## config.mk

```make
export PLATFORM = sky130hd
export DESIGN_NAME = ext_bus_ctrl
export DESIGN_NICKNAME = d
export VERILOG_FILES = /design/src/rtl/ebc_pkg.sv /design/src/rtl/ebc_turn_guard.sv /design/src/rtl/ebc_phase_fsm.sv /design/src/rtl/ebc_pin_drive.sv /design/src/rtl/ext_bus_ctrl.sv
export SDC_FILE = /design/constraint.sdc
export NUM_CORES = 1
export LEC_CHECK = 0
export ABC_AREA = 0
export BUFFER_PORTS_ARGS = -buffer_cell sky130_fd_sc_hd__buf_2
export CAP_MARGIN = 25
export CORE_MARGIN = 3
export CORE_UTILIZATION = 49
export DETAILED_ROUTE_END_ITERATION = 10
export GPL_ROUTABILITY_DRIVEN = 0
export GPL_TIMING_DRIVEN = 0
export PLACE_DENSITY = 0.8
export SKIP_LAST_GASP = 1
export SLEW_MARGIN = 25
export SYNTH_ARGS = -nofsm -noshare
export SYNTH_HDL_FRONTEND = slang
export SYNTH_SLANG_ARGS = --single-unit
```

## constraint.sdc

```tcl
create_clock -name clk -period 2.6 [get_ports clk]
set_input_delay 0.52 -clock clk [delete_from_list [all_inputs] [get_ports clk]]
set_output_delay 0.52 -clock clk [all_outputs]
set_load 0.02 [all_outputs]
```

## src/rtl/ebc_pkg.sv

```systemverilog
package ebc_pkg;

    typedef enum logic [2:0] {
        ST_IDLE,
        ST_REQ,
        ST_SETUP,
        ST_STROBE,
        ST_HOLD
    } ebc_state_e;

    // round a time in ns up to whole clock periods
    function automatic int ns_to_cyc(input int t_ns, input int period_ns);
        return (t_ns + period_ns - 1) / period_ns;
    endfunction

    function automatic int imax(input int a, input int b);
        return (a > b) ? a : b;
    endfunction

endpackage

```

## src/rtl/ebc_turn_guard.sv

```systemverilog
module ebc_turn_guard #(
    parameter int GAP = 6
) (
    input  logic clk,
    input  logic rst_n,
    input  logic rd_accept,
    output logic wr_blocked
);
    localparam int TW = $clog2(GAP + 1);
    localparam logic [TW-1:0] LOAD = TW'(GAP - 1);

    logic [TW-1:0] cnt_q;

    always_ff @(posedge clk or negedge rst_n) begin
        if (!rst_n) begin
            cnt_q <= '0;
        end else if (rd_accept) begin
            cnt_q <= LOAD;
        end else if (cnt_q != '0) begin
            cnt_q <= cnt_q - 1'b1;
        end
    end

    assign wr_blocked = (cnt_q != '0);

    // a read acceptance always closes the write window
    a_r12_block_after_read: assert property (@(posedge clk) disable iff (!rst_n)
        rd_accept |=> wr_blocked);

    // the gap only shrinks by one per cycle
    a_r12_steady_count: assert property (@(posedge clk) disable iff (!rst_n)
        (wr_blocked && !rd_accept) |=> (cnt_q == $past(cnt_q) - 1'b1));

endmodule

```

## src/rtl/ebc_phase_fsm.sv

```systemverilog
module ebc_phase_fsm
    import ebc_pkg::*;
#(
    parameter int SETUP_C = 3,
    parameter int RDW_C   = 2,
    parameter int WRW_C   = 1,
    parameter int HOLD_C  = 1
) (
    input  logic       clk,
    input  logic       rst_n,
    input  logic       cmd_rd,
    input  logic       cmd_wr,
    input  logic       wr_blocked,
    input  logic       arb_gnt,
    output logic       accept,
    output ebc_state_e state_o,
    output logic       is_wr,
    output logic       pin_on,
    output logic       strobe_rd,
    output logic       strobe_wr,
    output logic       first_pin,
    output logic       last_cyc,
    output logic       capture
);
    localparam int RDW_E  = imax(RDW_C, 1);
    localparam int WRW_E  = imax(WRW_C, 1);
    localparam int PH_MAX = imax(imax(SETUP_C, HOLD_C), imax(RDW_E, WRW_E));
    localparam int CW     = imax($clog2(PH_MAX + 1), 1);
    localparam bit HAS_SETUP = (SETUP_C > 0);
    localparam bit HAS_HOLD  = (HOLD_C > 0);
    localparam logic [CW-1:0] SETUP_LD = CW'(imax(SETUP_C, 1) - 1);
    localparam logic [CW-1:0] HOLD_LD  = CW'(imax(HOLD_C, 1) - 1);
    localparam logic [CW-1:0] RD_LD    = CW'(RDW_E - 1);
    localparam logic [CW-1:0] WR_LD    = CW'(WRW_E - 1);

    ebc_state_e    state_q, state_d;
    logic [CW-1:0] cnt_q, cnt_d;
    logic          wr_q, wr_d;
    logic          first_q, first_d;
    logic          hold_used;
    logic [CW-1:0] strobe_ld;

    assign hold_used = wr_q && HAS_HOLD;
    assign strobe_ld = wr_q ? WR_LD : RD_LD;

    // state register
    always_ff @(posedge clk or negedge rst_n) begin
        if (!rst_n) begin
            state_q <= ST_IDLE;
            cnt_q   <= '0;
            wr_q    <= 1'b0;
            first_q <= 1'b0;
        end else begin
            state_q <= state_d;
            cnt_q   <= cnt_d;
            wr_q    <= wr_d;
            first_q <= first_d;
        end
    end

    // transitions
    always_comb begin
        state_d = state_q;
        cnt_d   = cnt_q;
        wr_d    = wr_q;
        first_d = 1'b0;
        unique case (state_q)
            ST_IDLE: begin
                if (accept) begin
                    state_d = ST_REQ;
                    wr_d    = !cmd_rd;
                end
            end
            ST_REQ: begin
                if (arb_gnt) begin
                    first_d = 1'b1;
                    if (HAS_SETUP) begin
                        state_d = ST_SETUP;
                        cnt_d   = SETUP_LD;
                    end else begin
                        state_d = ST_STROBE;
                        cnt_d   = strobe_ld;
                    end
                end
            end
            ST_SETUP: begin
                if (cnt_q == '0) begin
                    state_d = ST_STROBE;
                    cnt_d   = strobe_ld;
                end else begin
                    cnt_d = cnt_q - 1'b1;
                end
            end
            ST_STROBE: begin
                if (cnt_q == '0) begin
                    if (hold_used) begin
                        state_d = ST_HOLD;
                        cnt_d   = HOLD_LD;
                    end else begin
                        state_d = ST_IDLE;
                    end
                end else begin
                    cnt_d = cnt_q - 1'b1;
                end
            end
            ST_HOLD: begin
                if (cnt_q == '0) begin
                    state_d = ST_IDLE;
                end else begin
                    cnt_d = cnt_q - 1'b1;
                end
            end
            default: state_d = ST_IDLE;
        endcase
    end

    // outputs
    always_comb begin
        accept    = (state_q == ST_IDLE) && (cmd_rd || (cmd_wr && !wr_blocked));
        state_o   = state_q;
        is_wr     = wr_q;
        pin_on    = (state_q == ST_SETUP) || (state_q == ST_STROBE) || (state_q == ST_HOLD);
        strobe_rd = (state_q == ST_STROBE) && !wr_q;
        strobe_wr = (state_q == ST_STROBE) && wr_q;
        first_pin = first_q;
        capture   = strobe_rd && (cnt_q == '0);
        last_cyc  = ((state_q == ST_STROBE) && (cnt_q == '0) && !hold_used)
                 || ((state_q == ST_HOLD) && (cnt_q == '0));
    end

    // no pin activity without the bus grant
    a_r2_pins_need_grant: assert property (@(posedge clk) disable iff (!rst_n)
        pin_on |-> arb_gnt);

    // begin marker is a single cycle
    a_r11_single_start: assert property (@(posedge clk) disable iff (!rst_n)
        first_pin |=> !first_pin);

    // the last cycle always hands back to idle
    a_r7_last_to_idle: assert property (@(posedge clk) disable iff (!rst_n)
        last_cyc |=> (state_q == ST_IDLE));

    if (HAS_SETUP) begin : g_a_setup
        // a strobe never starts on an undriven bus
        a_r3_setup_first: assert property (@(posedge clk) disable iff (!rst_n)
            $rose(strobe_rd || strobe_wr) |-> $past(pin_on));
    end

    if (HAS_HOLD) begin : g_a_hold
        // the bus stays driven right after a write strobe
        a_r6_hold_after_write: assert property (@(posedge clk) disable iff (!rst_n)
            $fell(strobe_wr) |-> pin_on);
    end

endmodule

```

## src/rtl/ebc_pin_drive.sv

```systemverilog
module ebc_pin_drive #(
    parameter int BE_W     = 2,
    parameter bit RD_LOW   = 1'b0,
    parameter bit WR_LOW   = 1'b0,
    parameter bit CS_LOW   = 1'b0,
    parameter bit BE_LOW   = 1'b0,
    parameter bit OE_LOW   = 1'b0,
    parameter bit WBE_LOW  = 1'b0,
    parameter bit WBE_MODE = 1'b0
) (
    input  logic            clk,
    input  logic            rst_n,
    input  logic            pin_on,
    input  logic            strobe_rd,
    input  logic            strobe_wr,
    input  logic            is_wr,
    input  logic [BE_W-1:0] be_in,
    output logic            ext_cs,
    output logic            ext_rd,
    output logic            ext_wr,
    output logic            ext_doe,
    output logic [BE_W-1:0] ext_be,
    output logic [BE_W-1:0] ext_wbe
);
    logic            wr_log;
    logic [BE_W-1:0] be_log;
    logic [BE_W-1:0] wbe_log;

    if (WBE_MODE) begin : g_lane_gated
        assign wr_log  = 1'b0;
        assign be_log  = '0;
        assign wbe_log = strobe_wr ? be_in : '0;
    end else begin : g_split
        assign wr_log  = strobe_wr;
        assign be_log  = pin_on ? be_in : '0;
        assign wbe_log = '0;
    end

    assign ext_cs  = pin_on ^ CS_LOW;
    assign ext_rd  = strobe_rd ^ RD_LOW;
    assign ext_wr  = wr_log ^ WR_LOW;
    assign ext_doe = (pin_on && is_wr) ^ OE_LOW;

    for (genvar i = 0; i < BE_W; i++) begin : g_lane
        assign ext_be[i]  = be_log[i] ^ BE_LOW;
        assign ext_wbe[i] = wbe_log[i] ^ WBE_LOW;
    end

    // a lane write enable only appears inside a write strobe
    a_r9_lane_in_strobe: assert property (@(posedge clk) disable iff (!rst_n)
        (|wbe_log) |-> (strobe_wr && pin_on));

endmodule

```

## src/rtl/ext_bus_ctrl.sv

```systemverilog
module ext_bus_ctrl
    import ebc_pkg::*;
#(
    parameter int ADDR_W     = 16,
    parameter int DATA_W     = 16,
    parameter int CLK_NS     = 5,
    parameter int SETUP_NS   = 12,
    parameter int RD_WAIT_NS = 8,
    parameter int WR_WAIT_NS = 5,
    parameter int HOLD_NS    = 4,
    parameter int TURN_CYC   = 12,
    parameter int RD_LAT_CYC = 2,
    parameter bit RD_LOW     = 1'b0,
    parameter bit WR_LOW     = 1'b0,
    parameter bit CS_LOW     = 1'b0,
    parameter bit BE_LOW     = 1'b0,
    parameter bit OE_LOW     = 1'b0,
    parameter bit WBE_LOW    = 1'b0,
    parameter bit WBE_MODE   = 1'b0
) (
    input  logic                clk,
    input  logic                rst_n,
    input  logic                mm_rd,
    input  logic                mm_wr,
    input  logic [ADDR_W-1:0]   mm_addr,
    input  logic [DATA_W-1:0]   mm_wdata,
    input  logic [DATA_W/8-1:0] mm_be,
    output logic                mm_wait,
    output logic [DATA_W-1:0]   mm_rdata,
    output logic                mm_rvalid,
    output logic                arb_req,
    input  logic                arb_gnt,
    output logic                ext_cs,
    output logic [ADDR_W-1:0]   ext_addr,
    output logic [DATA_W-1:0]   ext_dout,
    output logic                ext_doe,
    input  logic [DATA_W-1:0]   ext_din,
    output logic                ext_rd,
    output logic                ext_wr,
    output logic [DATA_W/8-1:0] ext_be,
    output logic [DATA_W/8-1:0] ext_wbe,
    output logic                ext_start
);
    localparam int BE_W    = DATA_W / 8;
    localparam int SETUP_C = ns_to_cyc(SETUP_NS, CLK_NS);
    localparam int RDW_C   = ns_to_cyc(RD_WAIT_NS, CLK_NS);
    localparam int WRW_C   = ns_to_cyc(WR_WAIT_NS, CLK_NS);
    localparam int HOLD_C  = ns_to_cyc(HOLD_NS, CLK_NS);
    localparam int GAP     = imax(TURN_CYC, RD_LAT_CYC + 2);

    ebc_state_e        state;
    logic              accept, is_wr, pin_on, strobe_rd, strobe_wr;
    logic              first_pin, last_cyc, capture, wr_blocked;
    logic [ADDR_W-1:0] addr_q;
    logic [DATA_W-1:0] data_q, rdata_q;
    logic [BE_W-1:0]   be_q;
    logic              rvalid_q;

    ebc_turn_guard #(.GAP(GAP)) u_turn (
        .clk        (clk),
        .rst_n      (rst_n),
        .rd_accept  (accept && mm_rd),
        .wr_blocked (wr_blocked)
    );

    ebc_phase_fsm #(
        .SETUP_C (SETUP_C),
        .RDW_C   (RDW_C),
        .WRW_C   (WRW_C),
        .HOLD_C  (HOLD_C)
    ) u_fsm (
        .clk        (clk),
        .rst_n      (rst_n),
        .cmd_rd     (mm_rd),
        .cmd_wr     (mm_wr),
        .wr_blocked (wr_blocked),
        .arb_gnt    (arb_gnt),
        .accept     (accept),
        .state_o    (state),
        .is_wr      (is_wr),
        .pin_on     (pin_on),
        .strobe_rd  (strobe_rd),
        .strobe_wr  (strobe_wr),
        .first_pin  (first_pin),
        .last_cyc   (last_cyc),
        .capture    (capture)
    );

    ebc_pin_drive #(
        .BE_W     (BE_W),
        .RD_LOW   (RD_LOW),
        .WR_LOW   (WR_LOW),
        .CS_LOW   (CS_LOW),
        .BE_LOW   (BE_LOW),
        .OE_LOW   (OE_LOW),
        .WBE_LOW  (WBE_LOW),
        .WBE_MODE (WBE_MODE)
    ) u_pins (
        .clk       (clk),
        .rst_n     (rst_n),
        .pin_on    (pin_on),
        .strobe_rd (strobe_rd),
        .strobe_wr (strobe_wr),
        .is_wr     (is_wr),
        .be_in     (be_q),
        .ext_cs    (ext_cs),
        .ext_rd    (ext_rd),
        .ext_wr    (ext_wr),
        .ext_doe   (ext_doe),
        .ext_be    (ext_be),
        .ext_wbe   (ext_wbe)
    );

    // command latch and read return
    always_ff @(posedge clk or negedge rst_n) begin
        if (!rst_n) begin
            addr_q   <= '0;
            data_q   <= '0;
            be_q     <= '0;
            rdata_q  <= '0;
            rvalid_q <= 1'b0;
        end else begin
            if (accept) begin
                addr_q <= mm_addr;
                data_q <= mm_wdata;
                be_q   <= mm_be;
            end
            if (capture) begin
                rdata_q <= ext_din;
            end
            rvalid_q <= capture;
        end
    end

    always_comb begin
        if (state == ST_IDLE) begin
            mm_wait = mm_rd || mm_wr;
            arb_req = 1'b0;
        end else begin
            mm_wait = !last_cyc;
            arb_req = !last_cyc;
        end
        ext_addr  = pin_on ? addr_q : '0;
        ext_dout  = (pin_on && is_wr) ? data_q : '0;
        ext_start = first_pin;
        mm_rdata  = rdata_q;
        mm_rvalid = rvalid_q;
    end

    // read return is a single-cycle pulse
    a_r5_single_valid: assert property (@(posedge clk) disable iff (!rst_n)
        mm_rvalid |=> !mm_rvalid);

    // releasing the master means the access is over
    a_r7_release_ends: assert property (@(posedge clk) disable iff (!rst_n)
        (state != ST_IDLE && !mm_wait) |=> (state == ST_IDLE));

endmodule

```

=== After elaboration in Yosys (flattened, before gate mapping) ===
Index checks and enable logic that the tools add are counted.

* Add/sub/neg operators: 2
* Equal/unequal tests: 11
* Muxes and demuxes: 23
* Reductions and logical operators: 27

{| class="wikitable"
|+ Operators by type and width
! kind !! number
|-
| two-way mux 16 bit || 2
|-
| two-way mux 3 bit || 6
|-
| one-hot mux 3 bit (5 select lines) || 1
|-
| two-way mux 2 bit || 6
|-
| logical AND 1 bit || 10
|-
| two-way mux 4 bit || 2
|-
| one-hot mux 2 bit (4 select lines) || 1
|-
| nonzero test 4 bit || 2
|-
| == test 3 x 2 -> 1 bit, second input constant || 2
|-
| inequality test 2 x 1 -> 1 bit, second input constant || 3
|-
| inequality test 2 bit, second input constant || 3
|-
| logical OR 1 bit || 5
|-
| two-way mux 1 bit || 5
|-
| AND reduction 5 bit || 1
|-
| zero test 1 bit || 4
|-
| AND reduction 4 bit || 1
|-
| subtractor 4 x 1 -> 4 bit, second input constant || 1
|-
| == test 3 x 1 -> 1 bit, second input constant || 1
|-
| == test 3 bit, second input constant || 1
|-
| zero test 3 bit || 1
|-
| inequality test 3 x 2 -> 1 bit, second input constant || 1
|-
| zero test 2 bit || 1
|-
| AND reduction 2 bit || 1
|-
| nonzero test 2 bit || 1
|-
| subtractor 2 x 1 -> 2 bit, second input constant || 1
|}

* Flip-flop bits (word level): 62
* Bits of input ports: 55
* Output and inout bits: 60
* Logic and storage cells: 73

=== Logic depth before layout (Yosys ltp) ===
* Word-level depth: 7
* Gate-level depth with buffers: 6
* Gate-level depth less buffers: 5

=== Hierarchy ===
Synthesis repeated with hierarchy kept, for this count alone.

* Cells, all modules: 234
* Area total of the unflattened synthesis: 3115.5 sq um

{| class="wikitable"
|+ By module, submodules not included
! module !! instances !! cells an instance !! area each (sq um) !! seq. area each (sq um)
|-
| ext_bus_ctrl || 1 || 148 || 2323.5 || 1276.2
|-
| ebc_phase_fsm || 1 || 54 || 510.5 || 175.2
|-
| ebc_turn_guard || 1 || 23 || 221.5 || 100.1
|-
| ebc_pin_drive || 1 || 9 || 60.1 || 0.0
|}

=== Worst setup path before layout ===
No wires, ideal clock.

* Kind: flip-flop to output port
* Start: reg u_fsm.cnt_q[0]
* End: out mm_wait
* Arrival: 1.682 ns
* Required time: 2.080 ns
* Setup slack: 0.398 ns
* Stages on the path, launching flop included: 7
* Path buffers: 1
* Path through: dfrtp_1 inv_1 ha_1 inv_1 nor3_4 buf_8 o21ai_0

* Cells in the longest elaborated chain, start to end: 6
* Elaborated cells between the ends (all ways): 7
* Those cells by class: mux (1); reduce/logical (6)

{| class="wikitable"
|+ RTL lines
! element !! RTL line !! source
|-
| from (decl) || ebc_phase_fsm.sv:37 || <nowiki>logic [CW-1:0] cnt_q, cnt_d;</nowiki>
|-
| from (signal assigned) || ebc_phase_fsm.sv:55 || <nowiki>cnt_q <= cnt_d;</nowiki>
|-
| zero test 2 bit (*) || ebc_phase_fsm.sv:127, ebc_phase_fsm.sv:128 ||
|-
| logical AND 1 bit (2 in a row) || ebc_phase_fsm.sv:127 || <nowiki>last_cyc = ((state_q == ST_STROBE) && (cnt_q == '0) && !hold_used)</nowiki>
|-
| logical OR 1 bit (*) || ebc_phase_fsm.sv:128 || <nowiki>|| ((state_q == ST_HOLD) && (cnt_q == '0));</nowiki>
|-
| zero test 1 bit (*) || ext_bus_ctrl.sv:140 || <nowiki>mm_wait = !last_cyc;</nowiki>
|-
| two-way mux 1 bit (*) || ext_bus_ctrl.sv:136 || <nowiki>if (state == ST_IDLE) begin</nowiki>
|-
| to (decl) || ext_bus_ctrl.sv:28 || <nowiki>output logic mm_wait,</nowiki>
|}

Mark *: on every way between the ends. The rest lies on a longest branch, timed or not.

=== Worst setup path in the final report ===
* Start: reg u_fsm.state_q[1] (netlist: u_fsm.state_o[1])
* End: out ext_dout[7]

* Cells in the longest elaborated chain, start to end: 5
* Elaborated cells between the ends (all ways): 7
* Those cells by class: eq/ne (3); mux (1); reduce/logical (3)

{| class="wikitable"
|+ RTL lines
! element !! RTL line !! source
|-
| from (decl) || ebc_phase_fsm.sv:36 || <nowiki>ebc_state_e state_q, state_d;</nowiki>
|-
| from (signal assigned) || ebc_phase_fsm.sv:54 || <nowiki>state_q <= state_d;</nowiki>
|-
| == test 3 x 2 -> 1 bit || ebc_phase_fsm.sv:122 || <nowiki>pin_on = (state_q == ST_SETUP) || (state_q == ST_STROBE) || (state_q == ST_HOLD);</nowiki>
|-
| logical OR 1 bit || ebc_phase_fsm.sv:122 ||
|-
| logical OR 1 bit (*) || ebc_phase_fsm.sv:122 ||
|-
| logical AND 1 bit (*) || ext_bus_ctrl.sv:144 || <nowiki>ext_dout = (pin_on && is_wr) ? data_q : '0;</nowiki>
|-
| two-way mux 16 bit (*) || ext_bus_ctrl.sv:144 ||
|-
| to (decl) || ext_bus_ctrl.sv:35 || <nowiki>output logic [DATA_W-1:0] ext_dout,</nowiki>
|}

Marks and branches as above.

==> qor.yml <==
run_status:
  status: "completed"
placed_design:
  dpl-instance-area_um2: 3601
  numPortBuffers: 112
  hpwl_um: 4680
critical_path:
  crit_path_top_delay_cell: "dfrtp_1"
  crit_required_ns: 2.08
  worstPathCellList: "buf_2 > nor2_1 > a21o_2 > clkbuf_2 > and3_1 > buf_2"
  crit_top_cell: "buf_2"
  cpPeakStageDelay_ns: 0.45
  cp_top_family: "buffers and inverters"
  start_kind: "register"
  critPathMaxFanout: 10
  end_kind: "primary output"
  crit_type: "reg -> out"
  path_buf_inv: 3
  arrival_ns: 1.96
sta:
  final-hold-violation-count: 0
  slew_headroom: 0.4878
  worst_pin_slew_ns: 0.7684
  fmax_mhz: 403.8
  fin_crit_sh: 0.9524
  finClkSkew_ns: 0.01457
  setup_violations: 0
  timing.hold.ws_ns: 0.2562
  min_period_ns: 2.476
  slew_violations: 0
  rsz0062_at_grt: "yes"
global_routing:
  antenna_found_initial: 0
  grt.overflow.total: 0
  grt_pass1_wl_um: 10740
  grt_max_degree: 63
  grt_pass1_vias: 2224
  track_usage: 0.1924
detailed_routing:
  detail-route-antenna-nets: 0
  first_pass_iters: 4
  drc_errors: 0
  vias: 2189
  drt_iter0_markers: 78
  routed_wirelength_um: 6495
  wl_per_cell_um: 15.14
  viasPerCell: 5.103
clock_network:
  cts_tree: "done"
  clockBufferDepth: 2
  root_buffer: "clkbuf_8"
  cts_buffers: 9
  postCtsHoldBufs: 0
  htree_levels: 3
  numClockSinks: 62
  clk_latency_ns: 0.33
  clk_pin_slew_ns: 0.08
power_and_ir_drop:
  power_density_nw_per_um2: 1328
  internal_power_mw: 3.111
  combPwrFrac: 0.487
  seqPwrFrac: 0.332
  leakage_nw: 2.001
  worst_ir_drop_vdd_mv: 0.6839
  p_clk_frac: 0.181
  p_sw_frac: 0.3886
  p_sw_mw: 1.977
  power_mw: 5.088
synthesis:
  yosysWarnings: 0
  synth_cells: 227
  yosysSeqAreaShare: 0.5270
  synthDistinctLibCells: 44
  syn_area_per_cell_um2: 12.97
  synth-edff-count: 0
  synth_area_um2: 2944
  ys_seq_elements: 62
  ys.flop_type: "dfrtp_1"
  ys_async_sr_fraction: 1.000
cells_and_area:
  final_core_util: 0.6750
  fill_cells: 475
  synthToLayoutAreaGrowth_pct: 30.13
  final_common_cell: "buf_2"
  drive_above_1_share: 0.5546
  final_cell_area_um2: 3831
  final_nets: 412
  final_cell_mix: "buf_2, dfrtp_1, mux2_2"
  diodes: 0
die:
  initial_core_util: 0.5187
  die_h_um: 83.52
  core_area_um2: 5675
  rows: 27
  die-area_um2: 6975
  die_w_um: 83.52
  io_pins: 115
flow_run:
  drv_cap: 0
worst_hold_path:
  hp-class: "in -> async"
power groups by stage:
| stage | registers [mW] | clock network, mW | logic [mW] |
|---|---|---|---|
| floorplan | 1.81 | 0 | 1.60 |
| global route | 1.76 | 0.992 | 2.68 |
| finish | 1.69 | 0.921 | 2.48 |
| global placement | 1.67 | 0 | 2.41 |
| detailed placement | 1.71 | 0 | 2.47 |
| CTS | 1.69 | 0.942 | 2.50 |
metrics by stage:
stage	cells	setup WS (ns)	setup TNS (ns)
final	429	0.1237	0
after global routing	429	-0.002929	-0.002929
after CTS	429	0.008889	0
after detailed placement	412	0.1133	0
after global placement	412	0.1573	0
after floorplan	228	0.3983	0
registers in the layout, summed over array words and instances (netlist names):
register / cells
addr_q: 16
u_fsm.is_wr: 1
u_turn.cnt_q: 4
u_fsm.state_o: 3
data_q: 16
be_q: 2
u_fsm.first_pin: 1
u_fsm.cnt_q: 2
mm_rvalid: 1
mm_rdata: 16
cells in the mapped netlist (2+ instances only):
cell	count	area share
inv_1	9	0.011
a2111oi_0	2	0.0060
mux2_2	43	0.16
nand2_1	4	0.0051
buf_6	3	0.011
nor4bb_1	2	0.0068
and3_1	16	0.034
o21ai_0	3	0.0051
a21oi_1	4	0.0068
nand3b_1	4	0.010
a211o_1	2	0.0060
buf_4	2	0.0051
ha_1	5	0.021
dfrtp_1	62	0.53
buf_2	3	0.0051
mux2_4	7	0.036
nor2_1	4	0.0051
and2_1	20	0.042
nand2b_1	2	0.0042
clkbuf_1	5	0.0064
nor3_1	2	0.0034
path summary, 6_finish.rpt:
path	start	end	slack (ns)	cells after the start
setup / recovery	u_fsm.state_o[1]$_DFFE_PN0P_	ext_dout[7]	0.12	6
hold / removal	rst_n	u_fsm.cnt_q[0]$_DFFE_PN0P_	0.26	1
setup reg to reg	u_turn.cnt_q[0]$_DFFE_PN0P_	be_q[0]$_DFFE_PN0P_	0.69	6
hold reg to reg	addr_q[10]$_DFFE_PN0P_	addr_q[10]$_DFFE_PN0P_	0.50	1
max in group asynchronous	rst_n	data_q[10]$_DFFE_PN0P_	1.83	1
min in group clk	ext_din[12]	mm_rdata[12]$_DFFE_PN0P_	0.42	2
logic make-up after synthesis:
group           synth area share
simple gates              0.1492
xor+xnor                0.005951
mux                       0.2040
compound gates           0.04675
buf+inv                  0.04462
other cells             0.001274
flops                     0.5270
fa+ha+maj                0.02125
per-layer routing:
metal | vias to the layer above | wire, µm | part of all wire | GRT usage
li1 | 1042 | - | - | -
met1 | 1049 | 2764 | 0.43 | 0.2426
met2 | 87 | 3131 | 0.48 | 0.3163
met3 | 11 | 488 | 0.075 | 0.05232
met4 | 0 | 110 | 0.017 | 0.07456
met5 | - | 0 | 0 | 0
layout make-up:
cell class | count | area (µm²) | area share
buffer | 14 | 101.3 | 0.02645
clock inverter | 4 | 70.07 | 0.01829
tap | 72 | 90.09 | 0.02351
timing repair buffer | 113 | 570.5 | 0.1489
clock buffer | 12 | 145.1 | 0.03788
multi-input combinational | 143 | 1269 | 0.3312
inverter | 9 | 33.78 | 0.008818
sequential | 62 | 1551 | 0.4050
what timing repair did:
| action | CTS | global route |
|---|---|---|
| setup endpoints to repair | 31 | 30 |
| pin swaps | 1 | 0 |
| gates cloned | 0 | 0 |
| hold endpoints to repair | 0 | 0 |
| setup buffers | 1 | 0 |
| resized for setup | 3 | 2 |
Note: power is estimated with default switching activity, not from simulation.
